--- src/rtl/perf_mon_pkg.sv ---
package perf_mon_pkg;
  localparam int REG_W    = 32;
  localparam int SEL_W    = 8;
  localparam int NUM_EVT  = 1 << SEL_W;
  localparam int ADDR_W   = 2;
  localparam int NUM_CNT  = 3;
  localparam int CYC_DIV  = 64;
  localparam logic [SEL_W-1:0] IDLE_CODE = 8'h20;

  // control word field positions
  localparam int EN_BIT   = 0;
  localparam int RSTE_BIT = 1;
  localparam int RSTC_BIT = 2;
  localparam int DIV_BIT  = 3;
  localparam int IEN_LO   = 4;
  localparam int FLG_LO   = 8;
  localparam int SEL1_LO  = 12;
  localparam int SEL0_LO  = 20;

  // counter index order inside flag and enable groups
  localparam int IDX_EV0  = 0;
  localparam int IDX_EV1  = 1;
  localparam int IDX_CYC  = 2;

  localparam logic [ADDR_W-1:0] ADDR_CTRL = 2'd0;
  localparam logic [ADDR_W-1:0] ADDR_CYC  = 2'd1;
  localparam logic [ADDR_W-1:0] ADDR_EV0  = 2'd2;
  localparam logic [ADDR_W-1:0] ADDR_EV1  = 2'd3;

  typedef struct packed {
    logic             enable;
    logic             divMode;
    logic [SEL_W-1:0] sel0;
    logic [SEL_W-1:0] sel1;
  } cfg_t;

  typedef struct packed {
    logic             rstEvt;
    logic             rstCyc;
    logic             wrCyc;
    logic             wrEv0;
    logic             wrEv1;
    logic [REG_W-1:0] data;
  } strobe_t;
endpackage

--- src/rtl/perf_mon_ctrl.sv ---
module perf_mon_ctrl
  import perf_mon_pkg::*;
(
  input  logic                clk,
  input  logic                rstN,
  input  logic                regWrEn,
  input  logic [ADDR_W-1:0]   regAddr,
  input  logic [REG_W-1:0]    regWrData,
  input  logic [NUM_CNT-1:0]  wrapHit,
  output cfg_t                cfg,
  output strobe_t             strb,
  output logic [REG_W-1:0]    ctrlRead,
  output logic                irqOut
);
  cfg_t               cfgQ;
  logic [NUM_CNT-1:0] ienQ;
  logic [NUM_CNT-1:0] flagQ;
  logic [NUM_CNT-1:0] clrMask;
  logic               ctrlWr;

  assign ctrlWr  = regWrEn && (regAddr == ADDR_CTRL);
  assign clrMask = ctrlWr ? regWrData[FLG_LO +: NUM_CNT] : '0;

  always_ff @(posedge clk or negedge rstN) begin
    if (!rstN) begin
      cfgQ  <= '0;
      ienQ  <= '0;
      flagQ <= '0;
    end else begin
      if (ctrlWr) begin
        cfgQ.enable  <= regWrData[EN_BIT];
        cfgQ.divMode <= regWrData[DIV_BIT];
        cfgQ.sel0    <= regWrData[SEL0_LO +: SEL_W];
        cfgQ.sel1    <= regWrData[SEL1_LO +: SEL_W];
        ienQ         <= regWrData[IEN_LO +: NUM_CNT];
      end
      // a wrap in this cycle wins over a clear
      flagQ <= (flagQ & ~clrMask) | wrapHit;
    end
  end

  always_comb begin
    strb        = '0;
    strb.rstEvt = ctrlWr && regWrData[RSTE_BIT];
    strb.rstCyc = ctrlWr && regWrData[RSTC_BIT];
    strb.wrCyc  = regWrEn && (regAddr == ADDR_CYC);
    strb.wrEv0  = regWrEn && (regAddr == ADDR_EV0);
    strb.wrEv1  = regWrEn && (regAddr == ADDR_EV1);
    strb.data   = regWrData;
  end

  always_comb begin
    ctrlRead                       = '0;
    ctrlRead[EN_BIT]               = cfgQ.enable;
    ctrlRead[DIV_BIT]              = cfgQ.divMode;
    ctrlRead[IEN_LO +: NUM_CNT]    = ienQ;
    ctrlRead[FLG_LO +: NUM_CNT]    = flagQ;
    ctrlRead[SEL1_LO +: SEL_W]     = cfgQ.sel1;
    ctrlRead[SEL0_LO +: SEL_W]     = cfgQ.sel0;
  end

  assign cfg    = cfgQ;
  assign irqOut = |(flagQ & ienQ);
endmodule

--- src/rtl/perf_mon_datapath.sv ---
module perf_mon_datapath
  import perf_mon_pkg::*;
(
  input  logic                clk,
  input  logic                rstN,
  input  logic [NUM_EVT-1:0]  evtIn,
  input  cfg_t                cfg,
  input  strobe_t             strb,
  output logic [REG_W-1:0]    cntCyc,
  output logic [REG_W-1:0]    cntEv0,
  output logic [REG_W-1:0]    cntEv1,
  output logic [NUM_CNT-1:0]  wrapHit
);
  localparam int PRE_W = $clog2(CYC_DIV);
  localparam logic [PRE_W-1:0] PRE_LAST = PRE_W'(CYC_DIV - 1);
  localparam logic [REG_W-1:0] ONE = REG_W'(1);

  logic [REG_W-1:0] evCnt [2];

  for (genvar g = 0; g < 2; g++) begin : g_evt
    logic [SEL_W-1:0] sel;
    logic             wr;
    logic             hit;

    assign sel = (g == 0) ? cfg.sel0 : cfg.sel1;
    assign wr  = (g == 0) ? strb.wrEv0 : strb.wrEv1;
    assign hit = cfg.enable && evtIn[sel] && (sel != IDLE_CODE);

    always_ff @(posedge clk or negedge rstN) begin
      if (!rstN)            evCnt[g] <= '0;
      else if (strb.rstEvt) evCnt[g] <= '0;
      else if (wr)          evCnt[g] <= strb.data;
      else if (hit)         evCnt[g] <= evCnt[g] + ONE;
    end

    assign wrapHit[g] = hit && !strb.rstEvt && !wr && (evCnt[g] == '1);
  end

  logic [PRE_W-1:0] preCnt;
  logic             cycTick;
  logic             cycLoad;

  assign cycLoad = strb.rstCyc || strb.wrCyc;
  assign cycTick = cfg.enable && (!cfg.divMode || (preCnt == PRE_LAST));

  always_ff @(posedge clk or negedge rstN) begin
    if (!rstN)                         preCnt <= '0;
    else if (cycLoad)                  preCnt <= '0;
    else if (cfg.enable && cfg.divMode) preCnt <= (preCnt == PRE_LAST) ? '0 : preCnt + 1'b1;
  end

  always_ff @(posedge clk or negedge rstN) begin
    if (!rstN)            cntCyc <= '0;
    else if (strb.rstCyc) cntCyc <= '0;
    else if (strb.wrCyc)  cntCyc <= strb.data;
    else if (cycTick)     cntCyc <= cntCyc + ONE;
  end

  assign wrapHit[IDX_CYC] = cycTick && !cycLoad && (cntCyc == '1);
  assign cntEv0 = evCnt[0];
  assign cntEv1 = evCnt[1];
endmodule

--- src/rtl/perf_monitor.sv ---
module perf_monitor
  import perf_mon_pkg::*;
(
  input  logic               clk,
  input  logic               rstN,
  input  logic [NUM_EVT-1:0] evtIn,
  input  logic               regWrEn,
  input  logic [ADDR_W-1:0]  regAddr,
  input  logic [REG_W-1:0]   regWrData,
  output logic [REG_W-1:0]   regRdData,
  output logic               irqOut
);
  cfg_t               cfg;
  strobe_t            strb;
  logic [REG_W-1:0]   ctrlRead;
  logic [REG_W-1:0]   cntCyc;
  logic [REG_W-1:0]   cntEv0;
  logic [REG_W-1:0]   cntEv1;
  logic [NUM_CNT-1:0] wrapHit;

  perf_mon_ctrl i_ctrl (
    .clk(clk), .rstN(rstN), .regWrEn(regWrEn), .regAddr(regAddr),
    .regWrData(regWrData), .wrapHit(wrapHit), .cfg(cfg), .strb(strb),
    .ctrlRead(ctrlRead), .irqOut(irqOut)
  );

  perf_mon_datapath i_dp (
    .clk(clk), .rstN(rstN), .evtIn(evtIn), .cfg(cfg), .strb(strb),
    .cntCyc(cntCyc), .cntEv0(cntEv0), .cntEv1(cntEv1), .wrapHit(wrapHit)
  );

  always_comb begin
    case (regAddr)
      ADDR_CTRL: regRdData = ctrlRead;
      ADDR_CYC:  regRdData = cntCyc;
      ADDR_EV0:  regRdData = cntEv0;
      default:   regRdData = cntEv1;
    endcase
  end
endmodule

--- config.mk ---
export PLATFORM = sky130hd
export DESIGN_NAME = perf_monitor
export DESIGN_NICKNAME = d
export VERILOG_FILES = /design/src/rtl/perf_mon_pkg.sv /design/src/rtl/perf_mon_ctrl.sv /design/src/rtl/perf_mon_datapath.sv /design/src/rtl/perf_monitor.sv
export SDC_FILE = /design/constraint.sdc
export NUM_CORES = 1
export LEC_CHECK = 0
export ABC_AREA = 1
export CAP_MARGIN = 20
export CORE_ASPECT_RATIO = 0.6
export CORE_MARGIN = 2
export CORE_UTILIZATION = 30
export DETAILED_ROUTE_END_ITERATION = 8
export PLACE_DENSITY_LB_ADDON = 0.3
export SETUP_SLACK_MARGIN = 0.15
export SYNTH_ARGS = -nofsm -noshare
export SYNTH_HDL_FRONTEND = slang
export SYNTH_HIERARCHICAL = 1
export SYNTH_SLANG_ARGS = --single-unit
--- constraint.sdc ---
create_clock -name clk -period 2.3 [get_ports clk]
set_input_delay 0.345 -clock clk [delete_from_list [all_inputs] [get_ports clk]]
set_output_delay 0.345 -clock clk [all_outputs]
set_load 0.01 [all_outputs]
==> flow_metrics.py, run 1 <==
metrics = {
    "run_status": {
        "status": "finished, violations left",
        "violations": "negative setup slack",
    },
    "yosys": {
        "synth_warnings": 6,
        "synth_area_leaders": "dfrtp_1 (20%), nand2_1 (17%), nand3_1 (12%)",
        "synthArstFlopShare_pct": 100,
        "syn-cell-area_sq_mm": 0.0156,
        "yosys.area.top_type": "dfrtp_1",
        "synth_edf_count": 0,
        "ys_ff_latch": 126,
        "synth_top_area_share_pct": 20.2,
        "synth_flop_cell": "dfrtp_1",
        "yosysSeqAreaShare_pct": 20.2,
        "ys_types": 47,
        "synth_most_common_cell": "nand2_1",
        "synth.avg_cell_area_sq_um": 5.80,
        "synth_commonest_cells": "nand2_1 (725), nand3_1 (383), inv_1 (264), o21ai_0 (213), nor2_1 (207)",
        "synthCells": 2686,
    },
    "clocking": {
        "clock_latency_ns": 0.46,
        "clk_path_buf_depth": 2,
        "cts_tree": "built",
        "cts.clk_slew.worst_paths_ns": 0.06,
        "clock_sinks": 126,
        "cts_inserted_buffers": 17,
        "cts_root_buf": "clkbuf_16",
        "htreeDepth": 4,
    },
    "worst_setup_path": {
        "path_max_fanout": 8,
        "worstPathRequired_ns": 2.70,
        "worstSetupStartpointType": "flop",
        "worst_r2r_startpoint": "i_ctrl/cfg[0]",
        "critical_path_class": "reg -> reg",
        "crit_path_start": "i_ctrl/cfg[0]",
        "cp-end-kind": "flop",
        "worstPathArrival_ns": 2.99,
    },
    "sta": {
        "hold_viol": 0,
        "fin_tns_setup_ns": -13.60,
        "fin_ws_ns": -0.294,
        "setup_violations": 66,
        "relSlewSlack_pct": 58.6,
        "clock_skew_ns": 0.0132,
        "maxSlewViolCount": 0,
        "rsz0062_at_grt": "yes",
        "period_share_pct": 113,
        "fmax_mhz": 385,
        "worstMarginPinSlew_ns": 0.615,
        "fin_crit_ns": 2.59,
    },
    "routing": {
        "vias_per_cell": 5.52,
        "ant_nets": 0,
        "wl_per_cell_um": 22.5,
        "vias": 21100,
        "firstDrtPassIters": 9,
        "drc": 0,
        "initialDrtViolationCount": 3038,
        "wl_mm": 86.2,
    },
    "grt": {
        "grt_pass1_wl_mm": 122,
        "gr-total-overflow": 0,
        "antenna_found_initial": 6,
        "grtUsageTotal_pct": 29.9,
        "first_global_vias": 18700,
        "grt_max_degree": 60,
    },
    "final_layout": {
        "nets": 3411,
        "area_delta_synth_final_pct": 50.4,
        "final_cells": 3825,
        "drive_gt1_share_pct": 20.2,
    },
    "floorplan": {
        "row_count": 64,
        "io_pins": 326,
        "dieWidth_um": 298,
        "coreArea_sq_mm": 0.0512,
        "initial_utilization_pct": 30.5,
        "die-area_sq_mm": 0.0539,
        "die_h_um": 181,
    },
    "place": {
        "place.gp.congestion": 1.02,
        "dpl.cell_count": 3741,
        "io_buffers": 325,
        "dp_hpwl_mm": 65.2,
    },
    "hold_path": {
        "hp-class": "in -> async",
    },
    "power_and_ir_drop": {
        "ir_drop_mv": 0.634,
        "powerDensity_mw_per_mm2": 778,
        "p_leak_uw": 0.0106,
    },
    "job": {
        "max-cap-violations": 0,
    },
}
==> sequential cells by signal, indices dropped and copies added (netlist names) <==
name / cells
i_dp/preCnt: 6
i_dp/cntEv0: 32
i_dp/cntCyc: 32
i_dp/cntEv1: 32
i_ctrl/flagQ: 3
i_ctrl/ienQ: 3
i_ctrl/cfg: 18
==> routing by layer <==
| metal | global-route usage, % | vias to the layer above | routed length [um] |
|---|---|---|---|
| li1 | - | 9769 | - |
| met1 | 43.6 | 9886 | 38000 |
| met2 | 40.1 | 1329 | 33700 |
| met3 | 11.6 | 139 | 11800 |
| met4 | 8.30 | 2 | 2660 |
| met5 | 0 | - | 13 |
==> per-stage QoR <==
stage          worst slack [ns]  total power, uW  hold WS (ns)  area (sq um)  utilization, %
2_1_floorplan             0.238             9170        0.0494         15600               -
3_3_place_gp             -0.291            13500         0.346         20800            40.6
3_5_place_dp             -0.295            13500         0.348         20800            40.6
4_1_cts                  -0.155            16800         0.437         22000            43.0
5_1_grt                  -0.387            19300         0.459         23400            45.8
6_report                 -0.294            18200         0.423         23400            45.8
==> cell type report <==
cell class	instances	area (sq um)
clock buffers	18	429
well taps	693	867
multi-input cells	2057	11000
repair buffers	637	6770
flip-flops and latches	126	3190
fillers	5265	27700
diodes	5	12.5
clock inverters	14	170
inverters	275	1060
==> logic make-up (layout without fill, tap and decap cells) <==
logic type                 Yosys count  count (layout)  synth area share (%)
muxes                                1               1                0.0642
DFF                                126             126                  20.2
other                                1              13                0.0241
buffers and inverters              512             944                  16.4
AOI/OAI and AO/OA                  511             511                  18.6
adders and majority gates            4               4                 0.321
xor gates and xnor gates            52              52                  2.92
and+or+nand+nor                   1479            1481                  41.5
==> report_power, final <==
group | internal [uW] | total (uW) | switching, uW | leakage, uW
Combinational | 4660 | 10900 | 6250 | 0.00873
Clock | 1700 | 2870 | 1170 | 0.000282
Sequential | 3090 | 4460 | 1380 | 0.00159
Total | 9450 | 18200 | 8800 | 0.0106
==> cells in the final DEF (no fill, tap or decap), drive strengths merged, types with 4 or more instances in the layout <==
master and instances:
ha 4, nor4 24, nand3 393, a211oi 28, clkinv 8, nand2 733
xor2 35, o21ai 224, inv 273, a21oi 143, dlymetal6s2s 12, clkdlybuf4s50 291
nor3 50, diode 5, o211ai 89, nor2 214, clkinvlp 5, clkbuf 36
nand4 59, o22ai 15, buf 298, dlygate4sd2 15, or2 6, xnor2 17
dfrtp 126, conb 8
==> path summary, 6_finish.rpt <==
check | endpoint | slack [ns] | cells after the start
hold / removal | i_dp/cntCyc[4] | 0.42 | 2
max in group asynchronous | i_dp/cntEv0[17] | 1.18 | 3
min in group clk | i_ctrl/ienQ[2] | 0.50 | 2
hold reg to reg | i_ctrl/ienQ[2] | 0.50 | 2
setup / recovery | i_dp/cntEv1[21] | -0.29 | 16
setup reg to reg | i_dp/cntEv1[21] | -0.29 | 16
==> worst max-delay path, stage by stage (launching register included) <==
cell and delay, ns:
dfrtp_4 0.55, buf_12 0.19, clkbuf_16 0.16, a21oi_1 0.16
o21ai_1 0.11, nand3_2 0.12, nand2_2 0.08, nor2_4 0.14
nor2_2 0.05, nor2_2 0.15, nor2_2 0.07, nor2_4 0.17
nand2_8 0.13, nand2_8 0.14, clkbuf_16 0.17, nand2_2 0.04
nand2_1 0.07
==> what timing repair did <==
item,in CTS,in global routing
hold buffers,1,0
pin swaps,9,97
resized for setup,134,274
gates cloned,7,19
setup endpoints to repair,110,110
hold endpoints to repair,47,0
buffers inserted,7,13
Power figures use the tool's default switching activity.
==> inputs of run 2 (changes only) <==
Settings changed: ABC_AREA 1 to 0.
==> run 2 against run 1 <==
Effect of this change:
- critical path depth fell by 4
- sequential power fell by 27%
- via count fell by 31%
- first-iteration DRC count fell by 48%
- combinational power fell by 18%
- the run still ends with negative setup slack left
==> flow_metrics.py, run 2 <==
metrics = {
    "worst_setup_path": {
        "path_max_fanout": 16,
        "worstSetupStartpointType": "flop",
        "worstPathRequired_ns": 2.66,
        "cp_common_cell": "buf_6",
        "slowest_delay_ns": 0.58,
        "critPathTopFamily": "compound AO/OA/AOI/OAI gates",
        "crit_slowest_cell": "dfrtp_4",
        "worstPathArrival_ns": 3.50,
        "cp-end-kind": "flop",
        "critPathBufInv": 4,
        "critical_path_class": "reg -> reg",
        "worstPathCellList": "buf_6 -> buf_16 -> mux4_2 -> a22oi_2 -> a21oi_2 -> a21oi_4 -> o32a_1 -> buf_6 -> o211a_4 -> buf_12 -> or4_4 -> a31oi_4",
    },
    "sta": {
        "hold_viol": 0,
        "fmax_mhz": 318,
        "clock_skew_ns": 0.0141,
        "rsz0062_at_grt": "yes",
        "whs_ns": 0.428,
        "maxSlewViolCount": 0,
        "period_share_pct": 137,
        "worstMarginPinSlew_ns": 0.560,
        "fin_ws_ns": -0.842,
        "relSlewSlack_pct": 62.6,
        "fin_crit_ns": 3.14,
        "setup_violations": 69,
    },
    "grt": {
        "antenna_found_initial": 3,
        "gr-total-overflow": 0,
        "grt_max_degree": 53,
        "grt_pass1_wl_mm": 94.9,
        "grtUsageTotal_pct": 27.6,
        "first_global_vias": 14300,
    },
    "clocking": {
        "clock_latency_ns": 0.45,
        "cts_inserted_buffers": 17,
        "clock_sinks": 126,
        "clk_path_buf_depth": 2,
        "cts_tree": "built",
        "htreeDepth": 4,
        "cts.clk_slew.worst_paths_ns": 0.06,
        "cts_root_buf": "clkbuf_16",
    },
    "routing": {
        "wl_per_cell_um": 26.8,
        "drc": 0,
        "vias_per_cell": 5.91,
        "ant_nets": 0,
        "initialDrtViolationCount": 1568,
        "wl_mm": 66.0,
        "vias": 14600,
        "firstDrtPassIters": 6,
    },
    "yosys": {
        "synth_warnings": 6,
        "synth_top_area_share_pct": 23.6,
        "synth_commonest_cells": "dfrtp_1 (126), mux4_2 (122), nor2_1 (107), nand2_1 (99), buf_4 (66)",
        "syn-cell-area_sq_mm": 0.0134,
        "synthCells": 1295,
        "yosys.area.top_type": "dfrtp_1",
        "yosysSeqAreaShare_pct": 23.6,
        "synth_most_common_cell": "dfrtp_1",
        "ys_types": 88,
        "synth.avg_cell_area_sq_um": 10.3,
        "synth_flop_cell": "dfrtp_1",
        "synthArstFlopShare_pct": 100,
        "synth_edf_count": 0,
        "ys_ff_latch": 126,
        "synth_area_leaders": "dfrtp_1 (24%), mux4_2 (21%), mux4_1 (5.3%)",
    },
    "run_status": {
        "status": "finished, violations left",
        "violations": "negative setup slack",
    },
    "final_layout": {
        "area_delta_synth_final_pct": 58.3,
        "drive_gt1_share_pct": 39.2,
        "fillCellCount": 3913,
        "final_cell_mix": "buf_4 (295), clkdlybuf4s50_1 (290), mux4_2 (129)",
        "multi_input_area_sq_mm": 0.00976,
        "layout_commonest_cell": "buf_4",
        "nets": 2173,
        "seq_area_sq_mm": 0.00317,
    },
    "place": {
        "dp_hpwl_mm": 51.5,
        "place.gp.congestion": 0.972,
        "dp_slack_ns": -1.06,
        "io_buffers": 325,
    },
    "floorplan": {
        "die_h_um": 167,
        "dieWidth_um": 276,
        "initial_utilization_pct": 30.6,
        "row_count": 59,
        "io_pins": 326,
        "die-area_sq_mm": 0.0463,
        "coreArea_sq_mm": 0.0436,
    },
    "power_and_ir_drop": {
        "ir_drop_mv": 0.437,
        "powerDensity_mw_per_mm2": 699,
        "p_leak_uw": 0.00845,
    },
    "job": {
        "max-cap-violations": 0,
    },
    "hold_path": {
        "hp-class": "in -> reg",
    },
}
==> run 2: repair_timing <==
| item | in CTS | in global routing |
|---|---|---|
| endpoints found under the setup margin | 110 | 101 |
| setup buffers | 47 | 27 |
| pin swaps | 67 | 74 |
| gates cloned | 5 | 3 |
| hold endpoints to repair | 34 | 0 |
| gates resized for setup | 206 | 140 |
| hold buffers | 1 | 0 |
==> run 2: worst paths after layout <==
path | cells past startpoint | endpoint | slack [ns] | from
max | 12 | i_dp/cntEv0[9] | -0.84 | i_ctrl/cfg[8]
min | 3 | i_ctrl/flagQ[2] | 0.43 | regAddr[0]
max reg2reg | 12 | i_dp/cntEv0[9] | -0.84 | i_ctrl/cfg[8]
min reg2reg | 1 | i_dp/preCnt[5] | 0.51 | i_dp/preCnt[5]
max in group asynchronous | 3 | i_dp/cntEv0[31] | 1.10 | rstN
min in group asynchronous | 2 | i_dp/cntEv0[28] | 0.44 | rstN
==> run 2: logic make-up (layout without fill, tap and decap cells) <==
group                      count (synthesis)  count (layout)  synth area share, %
and+or+nand+nor                          454             455                 17.8
xor gates and xnor gates                  51              51                 3.34
adders and majority gates                  4               4                0.375
other                                      1              11               0.0281
AOI/OAI and AO/OA                        239             240                 12.5
muxes                                    231             231                 32.3
DFF                                      126             126                 23.6
buffers and inverters                    189             769                 10.0
==> run 2: final cells by class <==
type                    count  area share [%]
flip-flops and latches    126            15.0
inverters                  34           0.615
clock buffers              25            2.34
clock inverters             2           0.166
well taps                 579            3.42
repair buffers            708            32.3
multi-input cells         989            46.1
diodes                      3          0.0355
==> run 2: per-layer routing <==
metal | track usage, % | share of wire, %
met3 | 7.58 | 11
met4 | 7.46 | 2.6
met5 | 0 | 0
met1 | 40.7 | 44
met2 | 39.2 | 42
==> run 2: metrics by stage <==
step / cell area [sq um] / util (%) / TNS, ns / cells / total power, uW
3_5_place_dp: 18800 / 43.0 / -62.11 / 2353 / 10500
4_1_cts: 20300 / 46.5 / -46.98 / 2433 / 13900
5_1_grt: 21200 / 48.5 / -53.67 / 2465 / 15400
6_report: 21200 / 48.5 / -47.52 / 2466 / 14800
3_3_place_gp: 18800 / 43.0 / -59.05 / 2353 / 10400
2_1_floorplan: 13500 / - / -26.79 / 1302 / 7170
==> run 2: power by group <==
group	total, uW	leakage (uW)	internal, uW	switching (uW)
Clock	2580	0.000261	1570	1010
Sequential	3260	0.00151	2690	571
Combinational	8950	0.00668	4750	4200
Total	14800	0.00845	9000	5780
==> run 2: worst register-to-register path: stages, from the launching register on <==
cell     delay (ns)
dfrtp_4        0.58
buf_6          0.19
buf_16         0.14
mux4_2         0.34
a22oi_2        0.08
a21oi_2        0.19
a21oi_4        0.05
o32a_1         0.33
buf_6          0.16
o211a_4        0.17
buf_12         0.16
or4_4          0.53
a31oi_4        0.15
